### src/rtl/meas_serial_pkg.sv
package meas_serial_pkg;

    localparam int FRAME_W = 16;
    localparam int DIGIT_W = 4;

    localparam logic [5:0] CODE_INIT    = 6'b111111;
    localparam logic [5:0] CODE_OVL_POS = 6'b001111;
    localparam logic [5:0] CODE_OVL_NEG = 6'b001110;

    typedef logic [FRAME_W-1:0] frame_t;

    typedef struct packed {
        logic               freq_mode;
        logic               unit_mhz;
        logic               positive;
        logic               lead_one;
        logic [1:0]         dp_code;
        logic [DIGIT_W-1:0] dig_c;
        logic [DIGIT_W-1:0] dig_b;
        logic [DIGIT_W-1:0] dig_a;
    } reading_t;

    typedef struct packed {
        logic init_state;
        logic ovl_pos;
        logic ovl_neg;
    } special_t;

    typedef enum logic [1:0] {
        FR_NORMAL,
        FR_INIT,
        FR_OVL_POS,
        FR_OVL_NEG
    } frame_kind_e;

    function automatic logic [DIGIT_W-1:0] bcd_clamp(input logic [DIGIT_W-1:0] d);
        return (d > DIGIT_W'(9)) ? DIGIT_W'(9) : d;
    endfunction

    function automatic frame_kind_e pick_kind(input special_t s);
        if (s.init_state)   return FR_INIT;
        else if (s.ovl_pos) return FR_OVL_POS;
        else if (s.ovl_neg) return FR_OVL_NEG;
        else                return FR_NORMAL;
    endfunction

endpackage

### src/rtl/msp_sync_edge.sv
module msp_sync_edge #(
    parameter int STAGES = 2
) (
    input  logic clk,
    input  logic rst,
    input  logic async_i,
    output logic rise_o,
    output logic fall_o
);
    logic [STAGES-1:0] pipe;
    logic              last_q;

    generate
        if (STAGES == 1) begin : g_single
            always_ff @(posedge clk) begin
                if (rst) pipe <= '0;
                else     pipe <= async_i;
            end
        end else begin : g_chain
            always_ff @(posedge clk) begin
                if (rst) pipe <= '0;
                else     pipe <= {pipe[STAGES-2:0], async_i};
            end
        end
    endgenerate

    always_ff @(posedge clk) begin
        if (rst) last_q <= 1'b0;
        else     last_q <= pipe[STAGES-1];
    end

    assign rise_o =  pipe[STAGES-1] & ~last_q;
    assign fall_o = ~pipe[STAGES-1] &  last_q;
endmodule

### src/rtl/msp_frame_fmt.sv
module msp_frame_fmt
    import meas_serial_pkg::*;
(
    input  reading_t rd_i,
    input  special_t sp_i,
    output frame_t   frame_o
);
    frame_kind_e kind;
    logic        bit0;

    always_comb begin
        kind = pick_kind(sp_i);
        bit0 = rd_i.freq_mode ? rd_i.unit_mhz : rd_i.positive;
        unique case (kind)
            FR_INIT:    frame_o = {{(FRAME_W-6){1'b0}}, CODE_INIT};
            FR_OVL_POS: frame_o = {{(FRAME_W-6){1'b0}}, CODE_OVL_POS};
            FR_OVL_NEG: frame_o = {{(FRAME_W-6){1'b0}}, CODE_OVL_NEG};
            default:    frame_o = {rd_i.dp_code,
                                   bcd_clamp(rd_i.dig_c),
                                   bcd_clamp(rd_i.dig_b),
                                   bcd_clamp(rd_i.dig_a),
                                   rd_i.lead_one,
                                   bit0};
        endcase
    end
endmodule

### src/rtl/msp_shifter.sv
module msp_shifter #(
    parameter int WIDTH = 16
) (
    input  logic             clk,
    input  logic             rst,
    input  logic             load_i,
    input  logic [WIDTH-1:0] data_i,
    input  logic             step_i,
    output logic             bit_o
);
    logic [WIDTH-1:0] sreg;

    always_ff @(posedge clk) begin
        if (rst)         sreg <= '0;
        else if (load_i) sreg <= data_i;
        else if (step_i) sreg <= {1'b0, sreg[WIDTH-1:1]};
    end

    assign bit_o = sreg[0];
endmodule

### src/rtl/msp_eoc_timer.sv
module msp_eoc_timer #(
    parameter int TIMEOUT = 400000
) (
    input  logic clk,
    input  logic rst,
    input  logic set_i,
    input  logic clr_i,
    output logic flag_o
);
    localparam int          CW   = $clog2(TIMEOUT + 1);
    localparam logic [CW-1:0] LAST = CW'(TIMEOUT - 1);

    logic [CW-1:0] cnt;

    always_ff @(posedge clk) begin
        if (rst) begin
            flag_o <= 1'b0;
            cnt    <= '0;
        end else if (set_i) begin
            flag_o <= 1'b1;
            cnt    <= '0;
        end else if (flag_o) begin
            if (clr_i || cnt == LAST) begin
                flag_o <= 1'b0;
                cnt    <= '0;
            end else begin
                cnt <= cnt + 1'b1;
            end
        end
    end
endmodule

### src/rtl/meas_serial_port.sv
module meas_serial_port
    import meas_serial_pkg::*;
#(
    parameter int SYNC_STAGES = 2,
    parameter int EOC_TIMEOUT = 400000
) (
    input  logic       clk,
    input  logic       rst,
    input  logic       conv_done_i,
    input  logic       freq_mode_i,
    input  logic       unit_mhz_i,
    input  logic       positive_i,
    input  logic       lead_one_i,
    input  logic [1:0] dp_code_i,
    input  logic [3:0] digit_a_i,
    input  logic [3:0] digit_b_i,
    input  logic [3:0] digit_c_i,
    input  logic       init_state_i,
    input  logic       ovl_pos_i,
    input  logic       ovl_neg_i,
    input  logic       host_sclk_i,
    output logic       sdo_o,
    output logic       eoc_o
);
    reading_t rd;
    special_t sp;
    frame_t   frame;
    logic     sclk_rise;
    logic     sclk_fall;

    assign rd = '{freq_mode: freq_mode_i, unit_mhz: unit_mhz_i,
                  positive:  positive_i,  lead_one: lead_one_i,
                  dp_code:   dp_code_i,   dig_c:    digit_c_i,
                  dig_b:     digit_b_i,   dig_a:    digit_a_i};
    assign sp = '{init_state: init_state_i, ovl_pos: ovl_pos_i, ovl_neg: ovl_neg_i};

    msp_frame_fmt u_fmt (
        .rd_i    (rd),
        .sp_i    (sp),
        .frame_o (frame)
    );

    msp_sync_edge #(.STAGES(SYNC_STAGES)) u_sync (
        .clk     (clk),
        .rst     (rst),
        .async_i (host_sclk_i),
        .rise_o  (sclk_rise),
        .fall_o  (sclk_fall)
    );

    msp_shifter #(.WIDTH(FRAME_W)) u_shift (
        .clk    (clk),
        .rst    (rst),
        .load_i (conv_done_i),
        .data_i (frame),
        .step_i (sclk_fall),
        .bit_o  (sdo_o)
    );

    msp_eoc_timer #(.TIMEOUT(EOC_TIMEOUT)) u_eoc (
        .clk    (clk),
        .rst    (rst),
        .set_i  (conv_done_i),
        .clr_i  (sclk_rise),
        .flag_o (eoc_o)
    );
endmodule

### config.mk
export PLATFORM = sky130hd
export DESIGN_NAME = meas_serial_port
export DESIGN_NICKNAME = d
export VERILOG_FILES = /design/src/rtl/meas_serial_pkg.sv /design/src/rtl/msp_sync_edge.sv /design/src/rtl/msp_frame_fmt.sv /design/src/rtl/msp_shifter.sv /design/src/rtl/msp_eoc_timer.sv /design/src/rtl/meas_serial_port.sv
export SDC_FILE = /design/constraint.sdc
export NUM_CORES = 1
export LEC_CHECK = 0
export ABC_AREA = 1
export BUFFER_PORTS_ARGS = -buffer_cell sky130_fd_sc_hd__buf_2
export CORE_ASPECT_RATIO = 0.5
export CORE_MARGIN = 2
export CORE_UTILIZATION = 40
export CTS_BUF_LIST = sky130_fd_sc_hd__clkbuf_4 sky130_fd_sc_hd__clkbuf_8
export CTS_CLUSTER_DIAMETER = 60
export DETAILED_ROUTE_END_ITERATION = 10
export GPL_TIMING_DRIVEN = 0
export PLACE_DENSITY_LB_ADDON = 0.05
export SKIP_CTS_REPAIR_TIMING = 1
export SLEW_MARGIN = 25
export SYNTH_ARGS = -nofsm -noshare
export SYNTH_HDL_FRONTEND = slang
export SYNTH_SLANG_ARGS = --single-unit
### constraint.sdc
create_clock -name clk -period 1.49 [get_ports clk]
set_input_delay 0.2235 -clock clk [delete_from_list [all_inputs] [get_ports clk]]
set_output_delay 0.2235 -clock clk [all_outputs]
set_load 0.02 [all_outputs]
==> results.json <==
{
  "run_status": "completed",
  "port_buffers": 25,
  "die_area_mm2": 0.00605,
  "rsz0062_at_grt": "yes",
  "p_leak_nw": 0.955,
  "slowest_delay_ns": 0.37,
  "crit_type": "flop to flop",
  "grt-ovfl-total": 0,
  "clock_path_buffers": 2,
  "hp-start": "host_sclk_i",
  "ir_drop_mv": 0.418,
  "clk-insertion-delay-late_ns": 0.29,
  "slew_viol_final": 0,
  "root_buffer": "clkbuf_8",
  "drc": 0,
  "hold_class": "input port to flop",
  "synth_edf_count": 0,
  "grt_pass1_wl_um": 8370,
  "drtIter0Drc": 76,
  "rows": 18,
  "synth_cell_types": 40,
  "internal_power_mw": 1.72,
  "finalSetupTns_ns": 0,
  "cp-start-kind": "flop",
  "htreeDepth": 2,
  "timing.fmax_mhz": 689,
  "crit_path_cell_trace": "ha_4 -> nand2_2 -> nor2_4 -> nand2_4 -> nor2_4 -> nor2_4 -> buf_12 -> nand3_2 -> a21oi_2",
  "ios": 27,
  "fin_area_mm2": 0.00258,
  "avgSynthCellArea_um2": 7.24,
  "clkPwrFrac_pct": 40.9,
  "r2r_start": "u_eoc.cnt[0]$_SDFFE_PP0P_",
  "r2r_setup_slack_ns": 0.04,
  "setup_ws_ns": 0.0389,
  "worstHoldPathCells": 3,
  "layout_commonest_cell": "nand2_1",
  "cpMaxStageDelayCell": "dfxtp_4",
  "antenna_found_initial": 0,
  "setup_viol": 0,
  "worst-r2r-cell-count": 9,
  "grt_usage_pct": 17.2,
  "pwr-share-comb_pct": 11.3,
  "core_mm2": 0.00507,
  "synth_area_mm2": 0.00217,
  "synth_area_leader_cell": "dfxtp_1",
  "grt_max_degree": 13,
  "grt_pass1_vias": 1834,
  "ys_async_sr_fraction_pct": 0,
  "maxCapViolations": 0,
  "area_growth_syn_to_layout_pct": 19.1,
  "cts_tree": "done",
  "critical_path_arrival_ns": 1.69,
  "switchingPower_mw": 0.576,
  "syn_nets": 327,
  "critPathMaxFanout": 10,
  "die_y_um": 56.0,
  "clock_sinks": 39,
  "dpl.hpwl_um": 3570,
  "tightest_slew_ns": 0.491,
  "ys_ff_latch": 39,
  "hold_viol": 0,
  "place_ws_ns": -0.0936,
  "synth_area_leaders": "dfxtp_1, nand2_1, a21oi_1",
  "place_area_mm2": 0.00238,
  "mostFrequentLayoutCells": "nand2_1, nor2_1, dfxtp_1",
  "slew_headroom_pct": 67.2,
  "num_vias": 2050,
  "post-route-min-period_ns": 1.45,
  "firstDrtPassIters": 5,
  "start_util_pct": 42.7,
  "syn_inst": 299,
  "nets": 365,
  "reg2reg_to": "u_eoc.cnt[15]$_SDFFE_PP0P_",
  "antennaDiodeCount": 0,
  "routed_wl_um": 5040,
  "critical_path_required_ns": 1.73,
  "seq_area_frac_synth_pct": 36.0,
  "cp-end-kind": "flop",
  "seqPwrFrac_pct": 47.8,
  "ant_nets": 0,
  "clk_pin_slew_ns": 0.09,
  "finalCritPeriodShare_pct": 97.4,
  "switching_share_pct": 25.1,
  "place_congestion": 0.871,
  "synth_top_area_share_pct": 36.0,
  "drive_above_1_share_pct": 28.1,
  "path_common_cell": "nor2_4",
  "numCtsBuffers": 5,
  "ys.flop_type": "dfxtp_1",
  "die_w_um": 108,
  "vias_per_cell": 5.02,
  "hold_end": "u_sync.pipe[0]$_SDFF_PP0_",
  "ys.warnings.count": 0,
  "wl_per_cell_um": 12.4,
  "power_density_mw_per_mm2": 891,
  "clock_skew_ns": 0.00982
}
-- flip-flops by register name, summed over array words and instances, names as in the netlist --
name / count
u_sync.last_q: 1
u_sync.pipe: 2
u_shift.sreg: 16
u_eoc.flag_o: 1
u_eoc.cnt: 19
-- worst max-delay path: cells and delay by family, from the launching register on --
kind                     cells  cell delay, ns
adder cells (fa/ha/maj)      1            0.16
buffers and inverters        1            0.17
AND/OR/NAND/NOR              6            0.56
flip-flops                   1            0.37
AO/OA/AOI/OAI                1            0.12
-- cell usage after synthesis, types with 2 or more instances --
library cell / instances
a21oi_1: 26
a21oi_2: 5
a21oi_4: 2
a31oi_1: 5
a32oi_1: 4
buf_2: 4
dfxtp_1: 39
ha_1: 3
inv_1: 25
inv_2: 8
nand2_1: 56
nand2_2: 10
nand3_1: 9
nand3_2: 8
nand4_1: 3
nor2_1: 33
nor2_2: 2
nor2_4: 5
nor3_1: 2
nor4_1: 2
o21ai_0: 24
o21ai_1: 4
xor2_1: 3
-- layout make-up --
type                            instances  area [um^2]
Buffer                                  9         60.1
Clock inverter                          2         35.0
Timing Repair Buffer                   31          170
Inverter                               33          124
Clock buffer                            6         82.6
Tap cell                               70         87.6
Fill cell                             512         2490
Sequential cell                        39          793
Multi-Input combinational cell        218         1230
-- kinds of logic (layout without fill, tap and decap cells) --
kind of cell / count (synthesis) / after routing / share of synthesized area [%]
simple gates: 131 / 131 / 29.7
fa+ha+maj: 3 / 3 / 1.73
xor+xnor: 4 / 4 / 1.62
compound gates: 80 / 80 / 22.8
flops: 39 / 39 / 36.0
buf+inv: 42 / 81 / 8.09
-- worst max-delay path by stage --
stage / startpoint / end / cells past startpoint
2_1_floorplan: u_eoc.cnt[0]$_SDFFE_PP0P_ / u_eoc.cnt[14]$_SDFFE_PP0P_ / 9
3_3_place_gp: u_eoc.cnt[0]$_SDFFE_PP0P_ / u_eoc.cnt[15]$_SDFFE_PP0P_ / 9
3_5_place_dp: u_eoc.cnt[0]$_SDFFE_PP0P_ / u_eoc.cnt[15]$_SDFFE_PP0P_ / 9
4_1_cts: u_eoc.cnt[0]$_SDFFE_PP0P_ / u_eoc.cnt[15]$_SDFFE_PP0P_ / 9
5_1_grt: u_eoc.cnt[1]$_SDFFE_PP0P_ / u_eoc.cnt[17]$_SDFFE_PP0P_ / 9
6_report: u_eoc.cnt[0]$_SDFFE_PP0P_ / u_eoc.cnt[15]$_SDFFE_PP0P_ / 9
-- metrics by stage --
stage	hold slack [ns]	util [%]	total power, mW	cells
finish	0.129	50.9	2.30	408
global route	0.149	50.9	2.39	408
CTS	0.122	49.3	2.29	402
detailed placement	0.410	46.9	1.37	394
global placement	0.402	46.9	1.37	394
floorplan	0.330	-	1.28	299
-- power by group through the flow --
stage,Clock (mW),Combinational [mW],Sequential (mW)
2_1_floorplan,0,0.155,1.13
3_5_place_dp,0,0.244,1.12
6_report,0.941,0.259,1.10
3_3_place_gp,0,0.242,1.12
4_1_cts,0.950,0.244,1.10
5_1_grt,0.997,0.290,1.10
-- routing by layer --
metal / GRT usage, % / vias up / wire length, um
li1: - / 1072 / -
met1: 24.4 / 929 / 2590
met2: 25.8 / 45 / 2220
met5: 0 / - / 0
met3: 4.22 / 4 / 204
met4: 4.95 / 0 / 32
No activity file was read; power rests on OpenSTA's default activity.
